$ cat config.mk
export PLATFORM = sky130hd
export DESIGN_NAME = lsPacketTx
export DESIGN_NICKNAME = d
export VERILOG_FILES = /design/src/rtl/lsTxPkg.sv /design/src/rtl/lsTxPath.sv /design/src/rtl/lsTxCtrl.sv /design/src/rtl/lsPacketTx.sv
export SDC_FILE = /design/constraint.sdc
export NUM_CORES = 1
export LEC_CHECK = 0
export CAP_MARGIN = 20
export CORE_ASPECT_RATIO = 0.7
export CORE_MARGIN = 2
export CORE_UTILIZATION = 55
export CTS_CLUSTER_SIZE = 25
export DETAILED_ROUTE_END_ITERATION = 10
export PLACE_DENSITY = 0.79
export SLEW_MARGIN = 20
export SYNTH_ARGS = -nofsm -noshare
export SYNTH_HDL_FRONTEND = slang
export SYNTH_SLANG_ARGS = --single-unit
$ cat constraint.sdc
create_clock -name clk -period 3.94 [get_ports clk]
set_clock_uncertainty 0.2 [all_clocks]
set_input_delay 0.985 -clock clk [delete_from_list [all_inputs] [get_ports clk]]
set_output_delay 0.985 -clock clk [all_outputs]
set_load 0.03 [all_outputs]
$ cat src/rtl/lsTxPkg.sv
package lsTxPkg;

  typedef enum logic [2:0] {
    ST_IDLE,
    ST_LEAD,
    ST_BITS,
    ST_EOP_A,
    ST_EOP_B,
    ST_TAIL
  } txState_t;

  typedef enum logic [1:0] {
    LINE_J,
    LINE_DATA,
    LINE_SE0
  } lineMode_t;

  // strobes from control into the datapath
  typedef struct packed {
    logic start;
    logic emitBit;
    logic emitStuff;
  } txStrobe_t;

  localparam logic [7:0] SYNC_PATTERN = 8'h80;
  localparam logic [2:0] STUFF_RUN    = 3'd6;

endpackage

$ cat src/rtl/lsTxPath.sv
module lsTxPath
  import lsTxPkg::*;
#(
  parameter int LEN_W = 8,
  parameter int DIV   = 8
) (
  input  logic             clk,
  input  logic             rstN,
  input  txStrobe_t        strobe,
  input  lineMode_t        lineMode,
  input  logic [LEN_W-1:0] reqLen,
  input  logic             byteValid,
  input  logic [7:0]       byteData,
  output logic             bitTick,
  output logic             stuffDue,
  output logic             payloadDone,
  output logic             byteReq,
  output logic             dp,
  output logic             dm
);

  localparam int CNT_W = (DIV > 2) ? $clog2(DIV) : 1;
  localparam logic [CNT_W-1:0] CNT_LAST = CNT_W'(DIV - 1);
  localparam logic [LEN_W-1:0] LEN_ONE  = LEN_W'(1);

  logic [CNT_W-1:0] divCnt;
  logic [7:0]       curByte;
  logic [7:0]       nextByte;
  logic [2:0]       bitIdx;
  logic [2:0]       onesRun;
  logic [LEN_W-1:0] remaining;
  logic             lineK;
  logic             curBit;

  assign curBit   = curByte[0];
  assign bitTick  = (divCnt == CNT_LAST);
  assign stuffDue = (onesRun == STUFF_RUN);

  // bit-period divider, realigned on every new packet
  always_ff @(posedge clk) begin
    if (!rstN) begin
      divCnt <= '0;
    end else if (strobe.start || bitTick) begin
      divCnt <= '0;
    end else begin
      divCnt <= divCnt + CNT_W'(1);
    end
  end

  // prefetch register filled by the byte source
  always_ff @(posedge clk) begin
    if (!rstN) begin
      nextByte <= '0;
    end else if (byteValid) begin
      nextByte <= byteData;
    end
  end

  // shifter, run counter, NRZI level and fetch pulses
  always_ff @(posedge clk) begin
    if (!rstN) begin
      curByte     <= '0;
      bitIdx      <= '0;
      onesRun     <= '0;
      remaining   <= '0;
      payloadDone <= 1'b0;
      lineK       <= 1'b0;
      byteReq     <= 1'b0;
    end else begin
      byteReq <= 1'b0;
      if (strobe.start) begin
        curByte     <= SYNC_PATTERN;
        bitIdx      <= '0;
        onesRun     <= '0;
        remaining   <= reqLen;
        payloadDone <= 1'b0;
        lineK       <= 1'b0;
        byteReq     <= (reqLen != '0);
      end else if (strobe.emitStuff) begin
        lineK   <= ~lineK;
        onesRun <= '0;
      end else if (strobe.emitBit) begin
        lineK   <= curBit ? lineK : ~lineK;
        onesRun <= curBit ? onesRun + 3'd1 : 3'd0;
        if (bitIdx == 3'd7) begin
          bitIdx <= '0;
          if (remaining != '0) begin
            curByte   <= nextByte;
            remaining <= remaining - LEN_ONE;
            byteReq   <= (remaining != LEN_ONE);
          end else begin
            payloadDone <= 1'b1;
          end
        end else begin
          bitIdx  <= bitIdx + 3'd1;
          curByte <= {1'b0, curByte[7:1]};
        end
      end
    end
  end

  always_comb begin
    unique case (lineMode)
      LINE_DATA: begin dp = lineK; dm = ~lineK; end
      LINE_SE0:  begin dp = 1'b0;  dm = 1'b0;   end
      default:   begin dp = 1'b0;  dm = 1'b1;   end
    endcase
  end

endmodule

$ cat src/rtl/lsTxCtrl.sv
module lsTxCtrl
  import lsTxPkg::*;
(
  input  logic      clk,
  input  logic      rstN,
  input  logic      reqValid,
  input  logic      bitTick,
  input  logic      stuffDue,
  input  logic      payloadDone,
  output txStrobe_t strobe,
  output lineMode_t lineMode,
  output logic      oe,
  output logic      done
);

  txState_t state, stateNext;
  logic     doneNext;

  always_comb begin
    stateNext = state;
    strobe    = '0;
    doneNext  = 1'b0;
    unique case (state)
      ST_IDLE: begin
        if (reqValid) begin
          strobe.start = 1'b1;
          stateNext    = ST_LEAD;
        end
      end
      ST_LEAD: begin
        if (bitTick) begin
          strobe.emitBit = 1'b1;
          stateNext      = ST_BITS;
        end
      end
      ST_BITS: begin
        if (bitTick) begin
          if (stuffDue) begin
            strobe.emitStuff = 1'b1;
          end else if (payloadDone) begin
            stateNext = ST_EOP_A;
          end else begin
            strobe.emitBit = 1'b1;
          end
        end
      end
      ST_EOP_A: if (bitTick) stateNext = ST_EOP_B;
      ST_EOP_B: if (bitTick) stateNext = ST_TAIL;
      ST_TAIL: begin
        if (bitTick) begin
          stateNext = ST_IDLE;
          doneNext  = 1'b1;
        end
      end
      default: stateNext = ST_IDLE;
    endcase
  end

  always_ff @(posedge clk) begin
    if (!rstN) begin
      state <= ST_IDLE;
      done  <= 1'b0;
    end else begin
      state <= stateNext;
      done  <= doneNext;
    end
  end

  always_comb begin
    unique case (state)
      ST_BITS:            lineMode = LINE_DATA;
      ST_EOP_A, ST_EOP_B: lineMode = LINE_SE0;
      default:            lineMode = LINE_J;
    endcase
  end

  assign oe = (state != ST_IDLE);

endmodule

$ cat src/rtl/lsPacketTx.sv
module lsPacketTx
  import lsTxPkg::*;
#(
  parameter int CLK_HZ = 12_000_000,
  parameter int BIT_HZ = 1_500_000,
  parameter int LEN_W  = 8
) (
  input  logic             clk,
  input  logic             rstN,
  input  logic             reqValid,
  input  logic [LEN_W-1:0] reqLen,
  input  logic             byteValid,
  input  logic [7:0]       byteData,
  output logic             byteReq,
  output logic             dp,
  output logic             dm,
  output logic             oe,
  output logic             done
);

  localparam int DIV = CLK_HZ / BIT_HZ;

  txStrobe_t strobe;
  lineMode_t lineMode;
  logic      bitTick;
  logic      stuffDue;
  logic      payloadDone;

  lsTxCtrl uCtrl (
    .clk        (clk),
    .rstN       (rstN),
    .reqValid   (reqValid),
    .bitTick    (bitTick),
    .stuffDue   (stuffDue),
    .payloadDone(payloadDone),
    .strobe     (strobe),
    .lineMode   (lineMode),
    .oe         (oe),
    .done       (done)
  );

  lsTxPath #(.LEN_W(LEN_W), .DIV(DIV)) uPath (
    .clk        (clk),
    .rstN       (rstN),
    .strobe     (strobe),
    .lineMode   (lineMode),
    .reqLen     (reqLen),
    .byteValid  (byteValid),
    .byteData   (byteData),
    .bitTick    (bitTick),
    .stuffDue   (stuffDue),
    .payloadDone(payloadDone),
    .byteReq    (byteReq),
    .dp         (dp),
    .dm         (dm)
  );

endmodule

* Word level (Yosys, flattened, before mapping)
Index checks and enable logic that the tools add are counted.
Storage, ports and cells: output and inout port bits 5, register bits after elaboration 40, input bits 20, logic and storage cells 105
Operators by class: mux-type cells 41, reduce and logical (&&, ||, !) cells 21, add/subtract/negate cells 4, equal/unequal tests 23, bitwise operators 4
Operators with widths (number):
- 8-bit 2-to-1 mux | 10
- 3-bit 2-to-1 mux | 10
- 3-bit case mux with 6 select lines | 1
- 1-bit 2-to-1 mux | 16
- 8-bit nonzero test | 2
- 3-bit == test (second input constant) | 5
- 2-bit by 1-bit inequality test with 1-bit output (second input constant) | 7
- 3-bit by 1-bit adder with 3-bit output (second input constant) | 3
- 2-bit inequality test (second input constant) | 4
- 8-bit by 1-bit inequality test with 1-bit output (second input constant) | 1
- 4-bit AND reduction | 2
- 8-bit AND reduction | 1
- 2-bit nonzero test | 4
- 8-bit by 1-bit subtractor with 8-bit output (second input constant) | 1
- 3-bit by 2-bit == test with 1-bit output (second input constant) | 2
- 2-bit AND reduction | 3
- 3-bit AND reduction | 2
- 2-bit OR reduction | 3
- 1-bit NOT | 4
- 1-bit case mux with 2 select lines | 2
- 2-bit case mux with 2 select lines | 1
- 3-bit by 1-bit == test with 1-bit output (second input constant) | 1
- 3-bit logical NOT | 1
- 3-bit by 2-bit inequality test with 1-bit output (second input constant) | 1
- other kinds (6) | 6

* Depth between registers and ports, before layout
word-level depth 7, mapped depth 8, depth with buffers taken out 6

* By module
Synthesis repeated with hierarchy kept, for this count alone.
Unflattened totals: cell total of the unflattened synthesis 219, area, all modules 2084.5 µm²
By module, submodules not included:
- lsTxPath | instances 1, area an instance 1810.5 µm², sequential area each 720.7 µm², cells an instance 187
- lsTxCtrl | instances 1, area an instance 274.0 µm², sequential area each 80.1 µm², cells an instance 32

* Least setup slack after synthesis
Ideal clock, no wire load.
path type register to output, start point register uCtrl.state[2], end point output port dp, buffers on the path 1, stages on the path, launching flop included 4, setup slack 1.369 ns, data required time 2.755 ns, arrival time 1.386 ns, cell sequence dfxtp_1 > buf_2 > nand2b_1 > nor3b_1
Between the ends: longest elaborated chain between the ends 5, elaborated cells on any way between the ends 7, classes of those cells eq/ne: 4; mux: 2; reduce/logical: 1
Ends and longest elaborated chain:
- start: declaration | line lsTxCtrl.sv:16 | txState_t state, stateNext;
- start signal: assignment | line lsTxCtrl.sv:64 | state <= stateNext;
- 3-bit by 2-bit == test with 1-bit output / 3-bit == test (equally long branches) | line lsTxCtrl.sv:70 | unique case (state)
- 2-bit OR reduction | line lsTxCtrl.sv:70
- 2-bit case mux with 2 select lines * | line lsTxCtrl.sv:70
- 2-bit by 1-bit == test with 1-bit output * | line lsTxPath.sv:103 | unique case (lineMode)
- 1-bit 2-to-1 mux * | line lsTxPath.sv:103
- end: declaration | line lsPacketTx.sv:15 | output logic dp,
Every way passes the cells marked *; elsewhere a longest branch is shown, timed or not.

* Worst setup path after layout
start point register uCtrl.state[1], end point output port dp
The elaborated chain is that of the path after synthesis.

==> reports/metrics.csv <==
stage,metric,value,unit
grt,grt_use_met1,0.352,
grt,grt_pass1_wl,7800,um
yosys,syn_avg_cell_area,9.19,um^2
place,placedCellCount,289,
setup_path,crit_end,dp,
grt,met3_usage,0.0568,
routing,post_drt_wl_per_cell,15.1,um
layout,n_antenna_cell,0,
layout,fin_cells,297,
flow_run,cap_viol_max_count,0,
layout,fillers,279,
place,hpwl,3200,um
clocking,clockRootBuffer,clkbuf_8,
grt,grt_pass1_vias,1622,
clocking,numCtsBuffers,5,
routing,drcViolationCount,0,
place,placed_area,2300,um^2
layout,syn_to_final_growth,15.2,%
timing,slew-limit-headroom,0.564,
timing,period_needed,3.12,ns
layout,layout_common_cells,"40 x dfxtp_1, 24 x clkdlybuf4s50_1, 19 x nor2_1",
timing,tightest_slew,0.654,ns
power,cellLeakagePower,0.863,nW
die,initial_core_util,0.585,
routing,dr_total_vias,1803,
place,place_ws,0.974,ns
yosys,ys_seq_area_frac,0.382,
die,num_rows,18,
layout,final_area,2410,um^2
yosys,synth-edff-count,0,
yosys,synth_area,2100,um^2
routing,drtIter0Drc,145,
timing,finalCritPeriodShare,0.792,
clocking,clock-sinks,40,
yosys,mappedNetlistNets,257,
yosys,ys_types,48,
timing,finalHoldViolations,0,
setup_path,setup.worst_path.start,uCtrl.state[1],
setup_path,cp-end-kind,primary output,
outcome,status,"finished, final reports clean",
grt,grt_util_all_layers,0.228,
setup_path,worstSetupStartpointType,flip-flop,
clocking,htreeDepth,2,
timing,fin_hold_ws,0.224,ns
layout,nNetsFinal,275,
grt,antenna_found_initial,0,
clocking,clk_pin_slew_worst_paths,0.08,ns
clocking,clk_path_buf_depth,2,
layout,final_common_cell,dfxtp_1,
setup_path,cp.required,2.75,ns
routing,via_per_inst,6.07,
min_path,hold_depth,1,
setup_path,worst_r2r_endpoint,uPath.curByte[6],
yosys,ys_warn_count,0,
yosys,synth_seq_cells,40,
routing,final_antenna_net_count,0,
grt,met2_usage,0.299,
place,port_buffers,24,
clocking,tritoncts,done,
place,globalplace.congestion,0.852,
die,fp.dieH,55.6,um
timing,setup_violations,0,
timing,worst_slack,0.819,ns
clocking,clkLatencyLatePin,0.30,ns
timing,max_freq,320,MHz
die,die_area,4330,um^2
timing,final-max-slew-violation-count,0,
die,die_w,77.8,um
die,ios,25,
setup_path,crit_arrival,1.94,ns
die,core_area,3580,um^2
timing,setup-tns-final,0,ns
routing,drt_pass1_iterations,4,
power,peakVddDrop,0.278,mV
clocking,cts_hold_buf,0,
setup_path,r2r_setup_slack,1.41,ns
min_path,hold_path.class,reg -> reg,
power,p_per_area,369,nW/um^2
routing,wirelength,4480,um
timing,rsz0062_at_grt,no,
setup_path,worst-path-max-fanout,10,
clocking,cts_setup_buffers,0,
clocking,cts_resized,0,
grt,grt.overflow.total,0,
min_path,min_from,uPath.divCnt[0],
setup_path,r2r-start,uPath.bitIdx[0],
grt,busiest_layer,met1,
yosys,syn_inst,228,
grt,grt_max_degree,17,
yosys,synth-async-reset-ratio,0,
setup_path,reg2regPathDepth,4,
layout,drive_above_1_share,0.0850,
setup_path,path_class,reg -> out,
yosys,ys.flop_type,dfxtp_1,
[cell usage after synthesis, types with 2 or more instances]
cell	n	area (um^2)
dfxtp_1	40	801
nor2_1	19	71.3
a21oi_1	17	85.1
mux2i_1	16	160
nand3_1	14	70.1
nand2_1	11	41.3
ha_1	9	113
o21ai_0	9	45.0
a211oi_1	8	60.1
a311oi_1	8	70.1
nor3_1	8	40.0
buf_2	5	25.0
inv_1	5	18.8
a21o_1	4	30.0
clkbuf_1	4	15.0
clkbuf_8	4	55.1
a31oi_1	3	18.8
nor3b_1	3	22.5
nor4_1	3	18.8
or3_1	3	18.8
a21o_2	2	17.5
nand2b_1	2	12.5
nand3b_1	2	15.0
nand4_1	2	12.5
o21a_1	2	15.0
o221a_2	2	22.5
o31ai_1	2	15.0
[registers in the layout, indices dropped and copies added (netlist names)]
register	cells
uCtrl.done	1
uCtrl.state	3
uPath.bitIdx	3
uPath.byteReq	1
uPath.curByte	8
uPath.divCnt	3
uPath.lineK	1
uPath.nextByte	8
uPath.onesRun	3
uPath.payloadDone	1
uPath.remaining	8
[worst max-delay path, cell delays in order, from the launching register on]
cell,delay [ns]
dfxtp_1,0.54
nand2b_1,0.16
nor3b_1,0.23
clkdlybuf4s50_1,0.71
[report_power, final]
part,switching (W),total [W],internal (W)
clock network,0.000147,0.000334,0.000187
registers,0.0000208,0.000442,0.000421
logic,0.0000580,0.000115,0.0000568
[final cells by class]
| class | count | area [um^2] | area share |
|---|---|---|---|
| clock buffers | 5 | 68.8 | 0.0285 |
| clock inverters | 3 | 42.5 | 0.0176 |
| inverters | 5 | 18.8 | 0.00777 |
| multi-input cells | 167 | 1160 | 0.480 |
| flip-flops and latches | 40 | 801 | 0.332 |
| well taps | 50 | 62.6 | 0.0259 |
| repair buffers | 27 | 263 | 0.109 |
[through the flow]
stage / power [W] / utilization
3_3_place_gp: 0.000562 / 0.643
3_5_place_dp: 0.000564 / 0.643
4_1_cts: 0.000892 / 0.674
5_1_grt: 0.000924 / 0.674
6_report: 0.000891 / 0.674
2_1_floorplan: 0.000524 / -
[routing by layer]
metal | wire [um] | vias to the layer above | share of wire
li1 | - | 894 | -
met1 | 2340 | 851 | 0.52
met2 | 1790 | 51 | 0.40
met3 | 299 | 7 | 0.067
met4 | 54 | 0 | 0.012
met5 | 0 | - | 0
[how the worst min path moves through the flow]
stage / to / slack, ns
after floorplan: uPath.divCnt[0] / 0.20
after global placement: uPath.divCnt[0] / 0.22
after detailed placement: uPath.divCnt[0] / 0.22
after CTS: uPath.divCnt[0] / 0.23
after global routing: uPath.divCnt[0] / 0.29
final: uPath.divCnt[0] / 0.22
[cells by family after synthesis]
group | count (synthesis) | synth area share
AO/OA/AOI/OAI | 65 | 0.214
XOR/XNOR | 1 | 0.00418
adder cells (fa/ha/maj) | 9 | 0.0537
buffers and inverters | 21 | 0.0651
flip-flops | 40 | 0.382
multiplexers | 16 | 0.0764
AND/OR/NAND/NOR | 76 | 0.204
(Power assumes the default switching activity.)
